==> src/rtl/burst_master_pkg.sv <==
package burst_master_pkg;

  typedef enum logic [1:0] {
    TR_IDLE = 2'b00,
    TR_BUSY = 2'b01,
    TR_NSEQ = 2'b10,
    TR_SEQ  = 2'b11
  } trans_e;

  localparam logic [2:0] BU_SINGLE = 3'b000;
  localparam logic [2:0] BU_INCR   = 3'b001;

  // number of beats a burst code carries (open-ended returns 1, unused)
  function automatic logic [4:0] burst_beats(input logic [2:0] code);
    case (code[2:1])
      2'b00:   return 5'd1;
      2'b01:   return 5'd4;
      2'b10:   return 5'd8;
      default: return 5'd16;
    endcase
  endfunction

  function automatic logic burst_wraps(input logic [2:0] code);
    return (code[0] == 1'b0) && (code[2:1] != 2'b00);
  endfunction

  function automatic logic burst_counted(input logic [2:0] code);
    return code != BU_INCR;
  endfunction

  // low address bits that must be zero for a given size code
  function automatic logic [1:0] size_lowmask(input logic [1:0] size);
    case (size)
      2'd0:    return 2'b00;
      2'd1:    return 2'b01;
      default: return 2'b11;
    endcase
  endfunction

endpackage

==> src/rtl/burst_master_addr.sv <==
module burst_master_addr
  import burst_master_pkg::*;
#(
  parameter int AW = 32
) (
  input  logic [AW-1:0] cur_addr,
  input  logic [2:0]    burst,
  input  logic [1:0]    size,
  output logic [AW-1:0] nxt_addr
);

  localparam logic [AW-1:0] ONE = {{(AW-1){1'b0}}, 1'b1};

  logic [AW-1:0] step;
  logic [AW-1:0] span;
  logic [AW-1:0] mask;
  logic [AW-1:0] inc;

  always_comb begin
    step     = ONE << size;
    span     = {{(AW-5){1'b0}}, burst_beats(burst)} << size;
    mask     = span - ONE;
    inc      = cur_addr + step;
    // wrapping keeps the upper part of the window, rolls the lower part
    nxt_addr = burst_wraps(burst) ? ((cur_addr & ~mask) | (inc & mask)) : inc;
  end

endmodule

==> src/rtl/burst_master_seq.sv <==
module burst_master_seq
  import burst_master_pkg::*;
#(
  parameter int AW = 32
) (
  input  logic          clk,
  input  logic          rst_n,
  input  logic          ready,
  input  logic          grant,
  input  logic          err_now,
  input  logic          usr_valid,
  input  logic          usr_write,
  input  logic [AW-1:0] usr_addr,
  input  logic [2:0]    usr_burst,
  input  logic [1:0]    usr_size,
  input  logic          usr_last,
  input  logic          usr_lock,
  input  logic          usr_stall,
  input  logic [AW-1:0] nxt_addr,
  output logic [1:0]    trans,
  output logic [AW-1:0] addr,
  output logic [2:0]    burst,
  output logic [1:0]    size,
  output logic          write,
  output logic          lock,
  output logic          active
);

  trans_e        trans_q;
  logic [AW-1:0] addr_q;
  logic [2:0]    burst_q;
  logic [1:0]    size_q;
  logic          write_q;
  logic          lock_q;
  logic          active_q;
  logic          resume_q;
  logic [4:0]    cnt_q;

  logic [4:0]    beats_in;
  logic          start_last;
  logic          cont_last;
  logic [AW-1:0] start_addr;

  always_comb begin
    beats_in   = burst_beats(usr_burst);
    start_last = burst_counted(usr_burst) ? (beats_in == 5'd1) : usr_last;
    cont_last  = burst_counted(burst_q) ? (cnt_q == 5'd1) : usr_last;
    start_addr = usr_addr & ~{{(AW-2){1'b0}}, size_lowmask(usr_size)};
  end

  always_ff @(posedge clk or negedge rst_n) begin
    if (!rst_n) begin
      trans_q  <= TR_IDLE;
      addr_q   <= '0;
      burst_q  <= BU_SINGLE;
      size_q   <= '0;
      write_q  <= 1'b0;
      lock_q   <= 1'b0;
      active_q <= 1'b0;
      resume_q <= 1'b0;
      cnt_q    <= '0;
    end else if (ready) begin
      if (err_now) begin
        trans_q  <= TR_IDLE;
        active_q <= 1'b0;
        resume_q <= 1'b0;
        lock_q   <= 1'b0;
      end else if (!grant) begin
        trans_q  <= TR_IDLE;
        resume_q <= active_q;
      end else if (active_q) begin
        if (usr_stall) begin
          trans_q <= resume_q ? TR_IDLE : TR_BUSY;
        end else begin
          trans_q  <= resume_q ? TR_NSEQ : TR_SEQ;
          addr_q   <= nxt_addr;
          cnt_q    <= cnt_q - 5'd1;
          active_q <= !cont_last;
          lock_q   <= lock_q & !cont_last;
          resume_q <= 1'b0;
        end
      end else if (usr_valid) begin
        trans_q  <= TR_NSEQ;
        addr_q   <= start_addr;
        burst_q  <= usr_burst;
        size_q   <= usr_size;
        write_q  <= usr_write;
        cnt_q    <= beats_in - 5'd1;
        active_q <= !start_last;
        lock_q   <= usr_lock & !start_last;
        resume_q <= 1'b0;
      end else begin
        trans_q <= TR_IDLE;
      end
    end
  end

  assign trans  = trans_q;
  assign addr   = addr_q;
  assign burst  = burst_q;
  assign size   = size_q;
  assign write  = write_q;
  assign lock   = lock_q;
  assign active = active_q;

endmodule

==> src/rtl/burst_master_dph.sv <==
module burst_master_dph #(
  parameter int DW = 32
) (
  input  logic          clk,
  input  logic          rst_n,
  input  logic          ready,
  input  logic          bus_err,
  input  logic [1:0]    trans,
  input  logic          write,
  input  logic [DW-1:0] usr_wdata,
  output logic          err_now,
  output logic          wdata_req,
  output logic          rdata_valid,
  output logic [DW-1:0] bus_wdata
);

  logic          dph_valid_q;
  logic          dph_write_q;
  logic [DW-1:0] wdata_q;
  logic          beat_in_addr;

  always_comb begin
    beat_in_addr = trans[1];
    err_now      = ready & bus_err & dph_valid_q;
    wdata_req    = ready & beat_in_addr & write & !err_now;
    rdata_valid  = ready & dph_valid_q & !dph_write_q & !bus_err;
  end

  always_ff @(posedge clk or negedge rst_n) begin
    if (!rst_n) begin
      dph_valid_q <= 1'b0;
      dph_write_q <= 1'b0;
      wdata_q     <= '0;
    end else if (ready) begin
      dph_valid_q <= beat_in_addr & !err_now;
      dph_write_q <= write;
      if (wdata_req) wdata_q <= usr_wdata;
    end
  end

  assign bus_wdata = wdata_q;

endmodule

==> src/rtl/burst_master.sv <==
module burst_master
  import burst_master_pkg::*;
#(
  parameter int AW = 32,
  parameter int DW = 32
) (
  input  logic          clk,
  input  logic          rst_n,
  input  logic          usr_valid,
  input  logic          usr_write,
  input  logic [AW-1:0] usr_addr,
  input  logic [DW-1:0] usr_wdata,
  input  logic [2:0]    usr_burst,
  input  logic [1:0]    usr_size,
  input  logic          usr_last,
  input  logic          usr_lock,
  input  logic          usr_stall,
  output logic          addr_req,
  output logic          wdata_req,
  output logic          rdata_valid,
  output logic [DW-1:0] usr_rdata,
  output logic          usr_error,
  output logic          bus_req,
  input  logic          bus_grant,
  input  logic          bus_ready,
  input  logic          bus_err,
  output logic [1:0]    bus_trans,
  output logic [AW-1:0] bus_addr,
  output logic [2:0]    bus_burst,
  output logic [1:0]    bus_size,
  output logic          bus_write,
  output logic          bus_lock,
  output logic [DW-1:0] bus_wdata,
  input  logic [DW-1:0] bus_rdata
);

  logic [AW-1:0] nxt_addr;
  logic          err_now;
  logic          active;

  burst_master_addr #(.AW(AW)) u_addr (
    .cur_addr (bus_addr),
    .burst    (bus_burst),
    .size     (bus_size),
    .nxt_addr (nxt_addr)
  );

  burst_master_seq #(.AW(AW)) u_seq (
    .clk       (clk),
    .rst_n     (rst_n),
    .ready     (bus_ready),
    .grant     (bus_grant),
    .err_now   (err_now),
    .usr_valid (usr_valid),
    .usr_write (usr_write),
    .usr_addr  (usr_addr),
    .usr_burst (usr_burst),
    .usr_size  (usr_size),
    .usr_last  (usr_last),
    .usr_lock  (usr_lock),
    .usr_stall (usr_stall),
    .nxt_addr  (nxt_addr),
    .trans     (bus_trans),
    .addr      (bus_addr),
    .burst     (bus_burst),
    .size      (bus_size),
    .write     (bus_write),
    .lock      (bus_lock),
    .active    (active)
  );

  burst_master_dph #(.DW(DW)) u_dph (
    .clk         (clk),
    .rst_n       (rst_n),
    .ready       (bus_ready),
    .bus_err     (bus_err),
    .trans       (bus_trans),
    .write       (bus_write),
    .usr_wdata   (usr_wdata),
    .err_now     (err_now),
    .wdata_req   (wdata_req),
    .rdata_valid (rdata_valid),
    .bus_wdata   (bus_wdata)
  );

  assign addr_req  = bus_ready & bus_grant;
  assign bus_req   = usr_valid | active;
  assign usr_error = err_now;
  assign usr_rdata = bus_rdata;

endmodule

==> config.mk <==
export PLATFORM = sky130hd
export DESIGN_NAME = burst_master
export DESIGN_NICKNAME = d
export VERILOG_FILES = /design/src/rtl/burst_master_pkg.sv /design/src/rtl/burst_master_addr.sv /design/src/rtl/burst_master_seq.sv /design/src/rtl/burst_master_dph.sv /design/src/rtl/burst_master.sv
export SDC_FILE = /design/constraint.sdc
export NUM_CORES = 1
export LEC_CHECK = 0
export BUFFER_PORTS_ARGS = -buffer_cell sky130_fd_sc_hd__buf_2
export CORE_ASPECT_RATIO = 0.9
export CORE_UTILIZATION = 39
export DETAILED_ROUTE_END_ITERATION = 8
export PLACE_DENSITY = 0.75
export REMOVE_ABC_BUFFERS = 1
export SETUP_SLACK_MARGIN = 0.05
export SYNTH_ARGS = -nofsm -noshare
export SYNTH_HDL_FRONTEND = slang
export SYNTH_SLANG_ARGS = --single-unit
==> constraint.sdc <==
create_clock -name clk -period 5.5 [get_ports clk]
set_input_delay 0 -clock clk [delete_from_list [all_inputs] [get_ports clk]]
set_output_delay 0 -clock clk [all_outputs]
set_load 0.03 [all_outputs]
==> results.txt, run 1 <==
The run gives 12,120 µm² as the core region area. The run finished with clean final reports. The overall track demand over capacity in global routing is 0.2702, and the multiplexer share of the synthesized area is 0.1010.

The layout cell share with drive strength beyond 1 was 0.3286; the number of placement rows was 38. The number of diodes added for antenna fixing came out at 0. Maximum clock frequency: 354.5 MHz.

The count of different cell masters after synthesis is 67, and the clock input transition at the sequential cells of the worst setup and hold paths is 0.06 ns. The class of the most critical hold timing path is in2out. For the pin with the worst max-slew slack, the measured transition is 1.053 ns. Internal power comes to 1.921 mW. The count of nets after finishing was 818; the clock net sink count was 82. Setup repair after global routing left no endpoint under its margin.

The run gives 4,928 as the via count of the first global-routing pass. Once layout is done, the placed cells without fillers occupy 6536 µm². The clock reaches the later pin of the worst-skew pair after 0.34 ns. Synthesis handed over a netlist of 518 instances. The share of total power in combinational logic was 0.516.

Part of the total power dissipated in the clock network: 0.163. After layout, the minimum clock period comes to 2.821 ns. The logs give 0.0003667 V for the peak supply drop and 0 for the detailed-route DRC error count. The number of antenna violations at the first check in global routing was 0; the count of vias placed by the detailed router was 4,913.

The logs give 0.4195 for the part of the Yosys area used for sequential elements and 9 for the CTS buffer count. The sequential power share came out at 0.321. The max-slew violation total from the final report came out at 0. The relative slew slack is 0.2979, and the proportion of register bits with asynchronous set or reset after synthesis is 1.000. After detailed routing, the average wire length per cell comes to 19.81 µm. The overall die width is 120.0 µm, and the final sum of negative setup slack is 0 ns. TritonCTS built the clock tree. The total placed cells including tap cells was 778; the adder-cell share of the synthesized area was 0.02456.

The run gives 0 as the final count of hold timing violations. After clock tree synthesis, the setup repair step added 0 buffers. The fraction of the mapped netlist area in simple logic gates was 0.2001.

The tools report the total of cells resized after clock tree synthesis as 0. The number of buffers inserted for hold repair after clock tree synthesis was 69. The net switching power is 1.847 mW. Once placement finished, the instance area stood at 5544 µm².

The proportion of total power due to net switching was 0.4902; the global-route congestion overflow total was 0. The logs give 2 for the maximum clock insertion buffer count and 5 for the number of iterations in the first detailed-routing pass. Relative to the synthesized area, the layout overhead comes to 33.64%. The number of synthesized register bits is 82, and the height of the die is 108.2 µm. The fraction of the cycle the final worst path needs came out at 0.5129. The global-route wire length before repair was 26,350 µm; the initial cell density of the core was 0.4034. Summed over all layers, the routed wires come to 17,100 µm. The tools report the sort of element at the end of the critical path as a register. After synthesis, the largest family of logic cells by area is simple AND/OR/NAND/NOR gates.

The cell sitting at the root of the clock tree is a sky130_fd_sc_hd__clkbuf_16. Dividing the detail-routed via count by the number of cells gives 5.693. Of all nets on the critical path, the largest fanout is 13. Number of standard cells in the final layout excluding fillers: 863.

Routability-driven placement finished with a final weighted congestion of 0.9032. The post-synthesis instance area was 4891 µm²; the average instance area after synthesis was 9.442 µm². Die area: 12,990 µm². During I/O placement, the number of pins put on the boundary was 221. The largest net degree at the start of global routing was 83; the worst clock skew on the final layout was 0.006819 ns. Setup violations remaining at the end of the flow were counted as 0. The number of port buffers is 156. Data on the critical path is required at its endpoint by 5.71 ns.

Yosys printed 0 warnings. After the first detailed-routing iteration, the DRC count stood at 461. The H-tree was split into 3 levels. The worst setup path is launched from a register. The XOR/XNOR share of the synthesized area came out at 0.008954. The detail route stage leaves a number of antenna-violating nets equal to 0. The leading register cell type out of synthesis is sky130_fd_sc_hd__dfrtp_1. Summed over all nets, the half-perimeter wirelength after detailed placement is 12,250 µm. For the worst endpoint data arrival time, the log shows 3.03 ns. The total power divided by cell area works out to 576.5 nW/µm². Summed over all cells, the static leakage comes to 2.989 nW. The type of the worst setup path was reg2reg. The complex-gate fraction of the synthesized area was 0.1594; the number of max-capacitance violations reported was 0. The synthesized design contains 0 enable-type register cells.
[cell families after synthesis]
family          Yosys count
compound gates          118
xor+xnor                  5
fa+ha+maj                 9
buf+inv                  77
flops                    82
mux                      45
simple gates            182
[cell usage after synthesis (4+ instances only)]
cell type / count / share of area
sky130_fd_sc_hd__a21oi_1: 32 / 0.033
sky130_fd_sc_hd__a31oi_1: 4 / 0.0051
sky130_fd_sc_hd__and2_1: 5 / 0.0064
sky130_fd_sc_hd__and3_1: 7 / 0.0090
sky130_fd_sc_hd__buf_2: 11 / 0.011
sky130_fd_sc_hd__buf_4: 32 / 0.049
sky130_fd_sc_hd__clkbuf_1: 16 / 0.012
sky130_fd_sc_hd__dfrtp_1: 82 / 0.42
sky130_fd_sc_hd__ha_1: 8 / 0.020
sky130_fd_sc_hd__inv_1: 15 / 0.012
sky130_fd_sc_hd__mux2_2: 35 / 0.081
sky130_fd_sc_hd__mux2i_1: 10 / 0.020
sky130_fd_sc_hd__nand2_1: 62 / 0.048
sky130_fd_sc_hd__nand3_1: 23 / 0.024
sky130_fd_sc_hd__nand4_1: 11 / 0.014
sky130_fd_sc_hd__nor2_1: 18 / 0.014
sky130_fd_sc_hd__nor3_1: 13 / 0.013
sky130_fd_sc_hd__nor4_1: 4 / 0.0051
sky130_fd_sc_hd__o21ai_0: 23 / 0.024
sky130_fd_sc_hd__o22ai_1: 13 / 0.017
sky130_fd_sc_hd__o311ai_0: 7 / 0.013
sky130_fd_sc_hd__or3_1: 5 / 0.0064
sky130_fd_sc_hd__or4_1: 7 / 0.011
sky130_fd_sc_hd__xnor2_1: 4 / 0.0072
[per-stage QoR]
stage | power (mW) | util | worst slack, ns | hold slack [ns]
final | 3.768 | 0.5391 | 2.679 | 0.00006540
after global routing | 3.995 | 0.5391 | 2.513 | 0.0001705
after CTS | 3.765 | 0.5391 | 2.720 | 0.0002048
after detailed placement | 3.094 | 0.4573 | 2.756 | 0.0002048
after global placement | 3.032 | 0.4573 | 2.896 | 0.0002048
after floorplan | 2.462 | - | 2.566 | -0.2956
[metal layers]
metal  track usage  share of wire
met5       0.05469         0.0050
met3        0.1303           0.12
met4       0.09018          0.020
met1        0.3406           0.42
met2        0.3978           0.44
[critical path, cell delays in order (launching register included)]
cell and delay (ns):
sky130_fd_sc_hd__dfrtp_1 0.56, sky130_fd_sc_hd__nor2b_1 0.37, sky130_fd_sc_hd__fa_1 0.33, sky130_fd_sc_hd__a211oi_2 0.14, sky130_fd_sc_hd__nor4_4 0.58, sky130_fd_sc_hd__nand4_4 0.22, sky130_fd_sc_hd__o311ai_0 0.38, sky130_fd_sc_hd__nand3_1 0.12
[layout make-up]
type	count	area [µm²]
Multi-Input combinational cell	359	2419
Inverter	18	67.56
Fill cell	1112	5588
Clock inverter	7	76.32
Tap cell	160	200.2
Clock buffer	9	225.2
Timing Repair Buffer	228	1496
Sequential cell	82	2052
[power groups by stage]
stage          clock (mW)  sequential [mW]  combinational (mW)
3_5_place_dp            0             1.21                1.88
6_report            0.612             1.21                1.95
3_3_place_gp            0             1.18                1.85
5_1_grt             0.654             1.26                2.08
4_1_cts             0.627             1.20                1.94
2_1_floorplan           0             1.68               0.786
[worst paths after layout]
kind	cells after the start	end	slack, ns	startpoint
setup / recovery	7	register	2.68	u_seq.size[0]$_DFFE_PN0P_
hold / removal	0	usr_rdata[11]	0.00007	bus_rdata[11]
setup reg to reg	7	register	2.68	u_seq.size[0]$_DFFE_PN0P_
hold reg to reg	1	u_seq.trans[0]$_DFFE_PN0P_	0.50	u_seq.trans[0]$_DFFE_PN0P_
max in group asynchronous	2	async pin	4.43	rst_n
min in group asynchronous	2	u_dph.bus_wdata[9]$_DFFE_PN0P_	0.39	rst_n
[cells in the final DEF (no fill, tap or decap), types with 4 or more instances in the layout]
master / synthesis / layout
sky130_fd_sc_hd__o311ai_0: 7 / 7
sky130_fd_sc_hd__nor2_1: 18 / 17
sky130_fd_sc_hd__clkbuf_16: 0 / 9
sky130_fd_sc_hd__or3_1: 5 / 5
sky130_fd_sc_hd__nand4_1: 11 / 11
sky130_fd_sc_hd__mux2_2: 35 / 35
sky130_fd_sc_hd__nor4_1: 4 / 4
sky130_fd_sc_hd__nand3_1: 23 / 23
sky130_fd_sc_hd__ha_1: 8 / 8
sky130_fd_sc_hd__buf_2: 11 / 155
sky130_fd_sc_hd__o21ai_0: 23 / 23
sky130_fd_sc_hd__or4_1: 7 / 7
sky130_fd_sc_hd__o22ai_1: 13 / 13
sky130_fd_sc_hd__inv_1: 15 / 15
sky130_fd_sc_hd__a31oi_1: 4 / 4
sky130_fd_sc_hd__dfrtp_1: 82 / 82
sky130_fd_sc_hd__xnor2_1: 4 / 4
sky130_fd_sc_hd__a21oi_1: 32 / 32
sky130_fd_sc_hd__and2_1: 5 / 5
sky130_fd_sc_hd__nor3_1: 13 / 13
sky130_fd_sc_hd__mux2i_1: 10 / 10
sky130_fd_sc_hd__buf_4: 32 / 4
sky130_fd_sc_hd__dlygate4sd3_1: 0 / 69
sky130_fd_sc_hd__and3_1: 7 / 7
sky130_fd_sc_hd__nand2_1: 62 / 62
Note: power is estimated with default switching activity, not from simulation.
==> run 2: changes to the inputs <==
- clock period: 5.5 -> 2.7 ns (I/O delays scaled with it)
==> results.txt, run 2 (synthesis gave the netlist of run 1 again) <==
The remaining number of nets flagged by the antenna check after routing was 0 (unchanged). The number of violations reported at the end of detailed-routing iteration 0 was 356 (-23%). The logs give 0 (unchanged) for the global-route congestion overflow total and 0.2739 (+0.003706) for the overall track demand over capacity in global routing. The logs give 0.19 ns (-2.49 ns) for the reg-to-reg setup timing slack and 3.095 nW (+3.5%) for the leakage power. The worst-path maximum fanout was 10 (-3).

The run gives 0.5542 (+0.01507) as the final cell utilization of the core. The root buffer selected by CTS was sky130_fd_sc_hd__clkbuf_16. The core region area is 12,120 µm² (unchanged), and the average wire per cell in the routed design is 19.53 µm (-1.4%). The most common cell after layout, fill and taps aside is sky130_fd_sc_hd__buf_2. The run gives 3 (unchanged) as the number of H-tree levels. The run gives 12,340 µm (+0.66%) as the HPWL after detailed placement.

The overall die width came out at 120.0 µm (unchanged). The run finished with clean final reports. The final count of hold timing violations is 0 (unchanged). The peak supply drop was 0.0005158 V (+41%). The run gives 0 (unchanged) as the number of antenna violations at the first check in global routing. The delay contributed by the slowest stage of the critical path came out at 0.57 ns (about the same). The logs give 0 (unchanged) for the total of endpoints with negative setup slack in the final report and 835 (+2.1%) for the count of nets after finishing. The detailed-route DRC error count came out at 0 (unchanged). Clock input transition at the sequential cells of the worst setup and hold paths: 0.06 ns (about the same).

The top cell family by delay on the critical path is simple AND/OR/NAND/NOR gates. The final sum of negative setup slack was 0 ns (unchanged); the clock net sink count was 82 (unchanged). The fraction of the cycle the final worst path needs was 0.9295 (+0.4165); the layout filler cell count was 1,100 (-1.1%).

The pin slew with the least headroom to its limit works out to 1.074 ns (+0.02062 ns). Number of buffers and inverters on the critical path: 0 (unchanged). STA classifies the critical path endpoint as a register. The run gives 2 (unchanged) as the maximum clock insertion buffer count. The largest net degree at the start of global routing was 83 (unchanged); the total length of routed wires was 17,170 µm (+0.42%). The height of the die was 108.2 µm (unchanged).

Setup repair after global routing left no endpoint under its margin. The worst endpoint data arrival time is 2.78 ns (-0.25 ns), and the worst clock skew on the final layout is 0.009153 ns (+0.002333 ns). The maximum clock frequency was 398.5 MHz (+12%).

Number of diodes added for antenna fixing: 0 (unchanged). The worst setup path is launched from a register. The growth of design area from synthesis to finish is 37.38%. Via density per instance: 5.588 (-1.8%). The tools report the number of iterations in the first detailed-routing pass as 5 (unchanged).

The initial cell density of the core is 0.4034 (unchanged), and the I/O pin count is 221 (unchanged). In the layout the commonest cells are sky130_fd_sc_hd__buf_2 (155), sky130_fd_sc_hd__dfrtp_1 (81), sky130_fd_sc_hd__dlygate4sd3_1 (71). The number of port buffers was 156 (unchanged). Class of the most critical hold timing path: in2out.

Layout cell share with drive strength beyond 1: 0.3463 (+0.01772). The via count of the first global-routing pass was 4,980 (+1.1%); the CTS buffer count was 9 (unchanged). TritonCTS built the clock tree. The run gives 0 (unchanged) as the max-slew violation total from the final report.

The run gives 12,990 µm² (unchanged) as the die area. Traced cell by cell, the critical path runs through nor2_1 -> ha_1 -> fa_2 -> a21o_1 -> a21oi_1 -> or4_4 -> or4_1 -> nand3_1. The count of vias placed by the detailed router is 4,912 (-0.020%), and the number of max-capacitance violations reported is 0 (unchanged).

The logs give 0.2842 (-0.01375) for the relative slew slack and 38 (unchanged) for the number of placement rows. For the clock latency of the later-clocked register in the worst-skew pair, the log shows 0.34 ns (about the same). The run gives 0.9078 (+0.51%) as the last weighted congestion value of the routability-driven placer. The slowest stage of the critical path belongs to the cell sky130_fd_sc_hd__or4_4.

The final critical-path required period was 2.510 ns (-0.3116 ns); the endpoint required time on the critical path was 2.97 ns (-2.74 ns). The worst setup path is of the reg2reg kind. The total power divided by cell area is 1182 nW/µm² (+110%), and the global-route wire length before repair is 26,730 µm (+1.4%).
[run 2: where the power goes]
part / internal [mW] / switching [mW]
clock network: 0.922 / 0.492
registers: 1.81 / 0.630
logic: 1.46 / 2.63
total: 4.19 / 3.75
[run 2: layer usage]
metal,part of all wire,up-vias,global-route usage
met5,0.0050,-,0.05469
met1,0.42,2360,0.3413
met3,0.12,30,0.1472
met2,0.44,257,0.4052
li1,-,2263,-
met4,0.016,2,0.07232
[run 2: worst reg2reg max path, cell delays in order (launching register included)]
cell                      delay, ns
sky130_fd_sc_hd__dfrtp_2       0.47
sky130_fd_sc_hd__nor2_1        0.16
sky130_fd_sc_hd__ha_1          0.21
sky130_fd_sc_hd__fa_2          0.27
sky130_fd_sc_hd__a21o_1        0.13
sky130_fd_sc_hd__a21oi_1       0.12
sky130_fd_sc_hd__or4_4         0.57
sky130_fd_sc_hd__or4_1         0.42
sky130_fd_sc_hd__nand3_1       0.10
[run 2: what timing repair did]
item                       4_1_cts  5_1_grt
gates cloned                     0        0
setup endpoints to repair        2       11
buffers inserted                 0        3
hold buffers                    71        0
resized for setup                0        7
hold endpoints to repair       153        0
pin swaps                        1        1
[run 2: cell type report]
type / count / area (µm²) / area share
multi-input combinational: 359 / 2427 / 0.3613
sequential: 82 / 2053 / 0.3056
timing repair buffer: 245 / 1629 / 0.2425
clock buffer: 10 / 239.0 / 0.03557
tap: 160 / 200.2 / 0.02980
clock inverter: 5 / 102.6 / 0.01527
inverter: 18 / 67.56 / 0.01006
[run 2: worst paths after layout]
check / cells past startpoint / end / startpoint
worst min register to register: 1 / u_seq.trans[0]$_DFFE_PN0P_ / u_seq.trans[0]$_DFFE_PN0P_
worst max register to register: 8 / register / u_seq.size[1]$_DFFE_PN0P_
max in group asynchronous: 2 / u_seq.size[1]$_DFFE_PN0P_ / rst_n
worst max-delay path: 8 / register / u_seq.size[1]$_DFFE_PN0P_
min in group asynchronous: 2 / u_dph.bus_wdata[9]$_DFFE_PN0P_ / rst_n
worst min-delay path: 0 / usr_rdata[0] / bus_rdata[0]
[run 2: per-stage QoR]
step	instance area, µm²	std cells	setup slack [ns]	hold WS (ns)	total power, mW
finish	6719	879	0.1904	0.00003922	7.943
floorplan	4536	459	-0.2338	-0.2956	5.015
detailed placement	5634	790	0.01029	0.0002048	6.382
global placement	5634	790	0.1234	0.0002048	6.240
CTS	6686	876	0.1085	0.0002048	7.914
global route	6719	879	0.05393	0.0001705	8.442
==> run 3: changes to the inputs <==
- ABC_AREA: not set -> 1
- BUFFER_PORTS_ARGS: -buffer_cell sky130_fd_sc_hd__buf_2 -> -buffer_cell sky130_fd_sc_hd__buf_4
- PLACE_DENSITY: 0.75 -> 0.74
==> results.txt, run 3 <==
The average instance area after synthesis was 7.151 µm² (-24%). The layout cell share with drive strength beyond 1 was 0.2343 (-0.1120). For the total length of routed wires, the log shows 16,620 µm (-3.2%). The I/O pin count was 221 (unchanged). The run gives 0 (unchanged) as the post-CTS setup buffer count. The logs give 0 ns (unchanged) for the final sum of negative setup slack and 0 (unchanged) for the number of max-capacitance violations reported. For the global-route wire length before repair, the log shows 26,610 µm (-0.44%). The count of nets after finishing is 1,037 (+24%), and the clock input transition at the sequential cells of the worst setup and hold paths is 0.06 ns (about the same). The CTS buffer count was 9 (unchanged); the sequential power share was 0.293 (-0.014). The height of the die is 111.6 µm (+3.1%). The number of standard cells after synthesis came out at 728 (+41%). The run gives 0 (unchanged) as the number of antenna violations at the first check in global routing. The maximum clock frequency is 420.1 MHz (+5.4%), and the top cell type's share of synthesized area is 0.3941 (-0.02541). The total power was 8.371 mW (+5.4%). In the post-synthesis netlist, the biggest area contributors are sky130_fd_sc_hd__dfrtp_1 (39%), sky130_fd_sc_hd__nand2_1 (19%), sky130_fd_sc_hd__buf_4 (5.2%).

The flow ran to the end, and the final reports show no timing, DRC or antenna violations. The most area-hungry cell type in the Yosys netlist is sky130_fd_sc_hd__dfrtp_1. The number of H-tree levels was 3 (unchanged). Via density per instance: 5.029 (-10%).

By count the netlist is led by sky130_fd_sc_hd__nand2_1 (262), sky130_fd_sc_hd__dfrtp_1 (82), sky130_fd_sc_hd__inv_1 (60). For the part of the total power dissipated in the clock network, the log shows 0.155 (-0.023). The part of the Yosys area used for sequential elements is 0.3941 (-0.02541), and the overall track demand over capacity in global routing is 0.2526 (-0.02131).

Warning count from the yosys run: 0 (unchanged). The multi-input gate area in the final layout is 2550 µm² (+5.1%), and the global-route congestion overflow total is 0 (unchanged). The number of enable-type register cells in the synthesized netlist was 0 (unchanged). The number of synthesized register bits is 82 (unchanged). The pin slew with the least headroom to its limit is 1.050 ns (-0.02399 ns).

The share of total power in combinational logic was 0.552 (+0.037). The library cells used most frequently in the layout, excluding fill and tap cells, are sky130_fd_sc_hd__nand2_1 (262), sky130_fd_sc_hd__buf_4 (162), sky130_fd_sc_hd__dfrtp_1 (80). The proportion of total power due to net switching was 0.4947 (+0.02230); the core region area was 12,830 µm² (+5.9%). The relative slew slack was 0.3002 (+0.01599); the last weighted congestion value of the routability-driven placer was 0.9014 (-0.71%). STA classifies the critical path endpoint as a register. For the leakage power, the log shows 3.694 nW (+19%).

The maximum clock insertion buffer count was 2 (unchanged); the proportion of register bits with asynchronous set or reset after synthesis was 1.000 (unchanged). The clock net sink count came out at 82 (unchanged). The root buffer selected by CTS is sky130_fd_sc_hd__clkbuf_16. The die area was 13,820 µm² (+6.3%). The delay contributed by the slowest stage of the critical path came out at 0.43 ns (-0.14 ns). Among all flip-flop cells after synthesis, the most frequent one is sky130_fd_sc_hd__dfrtp_1. Type of the worst setup path: reg2reg. Setup repair after global routing left no endpoint under its margin. For this design, the slowest cell found on the critical path is sky130_fd_sc_hd__dfrtp_2.

Initial cell density of the core: 0.4057 (+0.002269). sky130_fd_sc_hd__nand2_1 is the most common cell in the netlist. The endpoint required time on the critical path was 2.94 ns (-0.03 ns). The remaining number of nets flagged by the antenna check after routing was 0 (unchanged).

The net switching power was 4.141 mW (+10%); the worst endpoint data arrival time was 2.62 ns (-0.16 ns). The signal on the critical path passes through inv_1 -> nand2_1 -> inv_1 -> ha_1 -> fa_1 -> nand3_1 -> nand2_1 -> nand2_2 -> nor2_4 -> nand2_2 -> nor2_4 -> o21ai_0 -> nand2_1 -> o21ai_1 -> inv_1. The max-slew violation total from the final report is 0 (unchanged), and the final critical-path required period is 2.380 ns (-0.1292 ns). The via count of the first global-routing pass is 5,366 (+7.8%). The tools report the number of violations reported at the end of detailed-routing iteration 0 as 343 (-3.7%).

The count of vias placed by the detailed router is 5,461 (+11%), and the count of different cell masters after synthesis is 43 (-36%). The total of endpoints with negative setup slack in the final report is 0 (unchanged), and the layout filler cell count is 1,162 (+5.6%). The worst-path maximum fanout is 9 (-1). The post-synthesis instance area came out at 5206 µm² (+6.4%).

The logs give 0 (unchanged) for the final count of hold timing violations and 39 (+2.6%) for the number of placement rows. The worst clock skew on the final layout is 0.009367 ns (+0.0002145 ns). TritonCTS built the clock tree.

The number of diodes added for antenna fixing was 0 (unchanged). The logs give 4.230 mW (+0.94%) for the internal power contribution and 11,630 µm (-5.7%) for the HPWL after detailed placement. The number of port buffers is 156 (unchanged). The tools report the peak supply drop as 0.0006275 V (+22%). STA classifies the critical path startpoint as a register.

The overall die width came out at 123.8 µm (+3.1%). The number of iterations in the first detailed-routing pass is 5 (unchanged). The average wire per cell in the routed design was 15.30 µm (-22%); the register area was 2054 µm² (about the same).

The fraction of the cycle the final worst path needs is 0.8816 (-0.04787). The tools report the detailed-route DRC error count as 0 (unchanged). Most common cell after layout, fill and taps aside: sky130_fd_sc_hd__nand2_1. The largest net degree at the start of global routing is 83 (unchanged), and the growth of design area from synthesis to finish is 39.99%. The class of the most critical hold timing path was in2out. The tools report the clock latency of the later-clocked register in the worst-skew pair as 0.35 ns (about the same). The total power divided by cell area is 1149 nW/µm² (-2.8%).
-- run 3: cell types whose count changed after synthesis, sizes merged, moves of 10 or more --
cell,previous run,this run
mux2,35,0
xor2,1,12
mux2i,10,0
o21ai,24,43
clkbuf,16,6
inv,18,68
o22ai,13,2
nand2,64,271
nor2,18,64
-- run 3: final cells by class --
class / count / share of cell area
clock inverters: 6 / 0.01013
inverters: 69 / 0.03554
well taps: 164 / 0.02815
repair buffers: 231 / 0.2616
clock buffers: 10 / 0.03279
multi-input cells: 524 / 0.3499
flip-flops and latches: 82 / 0.2819
-- run 3: logic make-up (layout without fill, tap and decap cells) --
| family | count (synthesis) | count (layout) | synth area share |
|---|---|---|---|
| AO/OA/AOI/OAI | 104 | 104 | 0.1122 |
| XOR/XNOR | 18 | 18 | 0.03028 |
| adder cells (fa/ha/maj) | 9 | 9 | 0.02307 |
| buffers and inverters | 122 | 316 | 0.1166 |
| flip-flops | 82 | 82 | 0.3941 |
| AND/OR/NAND/NOR | 393 | 393 | 0.3237 |
-- run 3: critical path, delay by kind of cell, from the launching register on --
kind / cells / cell delay [ns]
adder cells (fa/ha/maj): 2 / 0.62
buffers and inverters: 3 / 0.22
AND/OR/NAND/NOR: 8 / 0.81
flip-flops: 1 / 0.43
AO/OA/AOI/OAI: 2 / 0.21
-- run 3: per-stage QoR --
step,area [µm²],setup WS [ns],cells,utilization,hold slack (ns)
finish,7288,0.3196,1086,0.5679,0.0001248
global route,7288,0.05118,1086,0.5679,0.0002069
CTS,7286,0.2696,1086,0.5677,0.0002225
detailed placement,6282,0.2859,1001,0.4895,0.0002225
floorplan,4858,-0.5051,675,-,-0.2956
global placement,6282,0.3690,1001,0.4895,0.0002225
-- run 3: path summary, 6_finish.rpt --
check                      cells past startpoint                       start                              end  slack, ns
max reg2reg                                   15   u_seq.size[0]$_DFFE_PN0P_                         register       0.32
min in group asynchronous                      2                       rst_n  u_dph.bus_wdata[11]$_DFFE_PN0P_       0.39
min reg2reg                                    1  u_seq.resume_q$_DFFE_PN0P_       u_seq.trans[0]$_DFFE_PN0P_       0.46
max                                           15   u_seq.size[0]$_DFFE_PN0P_                         register       0.32
max in group asynchronous                      2                       rst_n        u_seq.size[0]$_DFFE_PN0P_       1.56
min                                            0                bus_rdata[1]                     usr_rdata[1]     0.0001
-- run 3: repair_timing --
item                       in CTS  in global routing
gates resized for setup         0                  2
setup endpoints to repair       0                  4
hold buffers                   69                  0
hold endpoints to repair      154                  0
-- run 3: per-layer routing --
layer | global-route usage | share of wire | up-vias
met4 | 0.08835 | 0.021 | 2
met5 | 0.01838 | 0.0022 | -
met3 | 0.1060 | 0.11 | 33
met1 | 0.3270 | 0.43 | 2498
met2 | 0.3733 | 0.44 | 261
li1 | - | - | 2667
-- run 3: power by group through the flow --
stage	clock, mW	sequential (mW)	combinational (mW)
floorplan	0	3.34	1.95
global placement	0	2.44	4.45
detailed placement	0	2.43	4.52
CTS	1.33	2.44	4.60
global route	1.37	2.54	5.07
finish	1.30	2.45	4.62
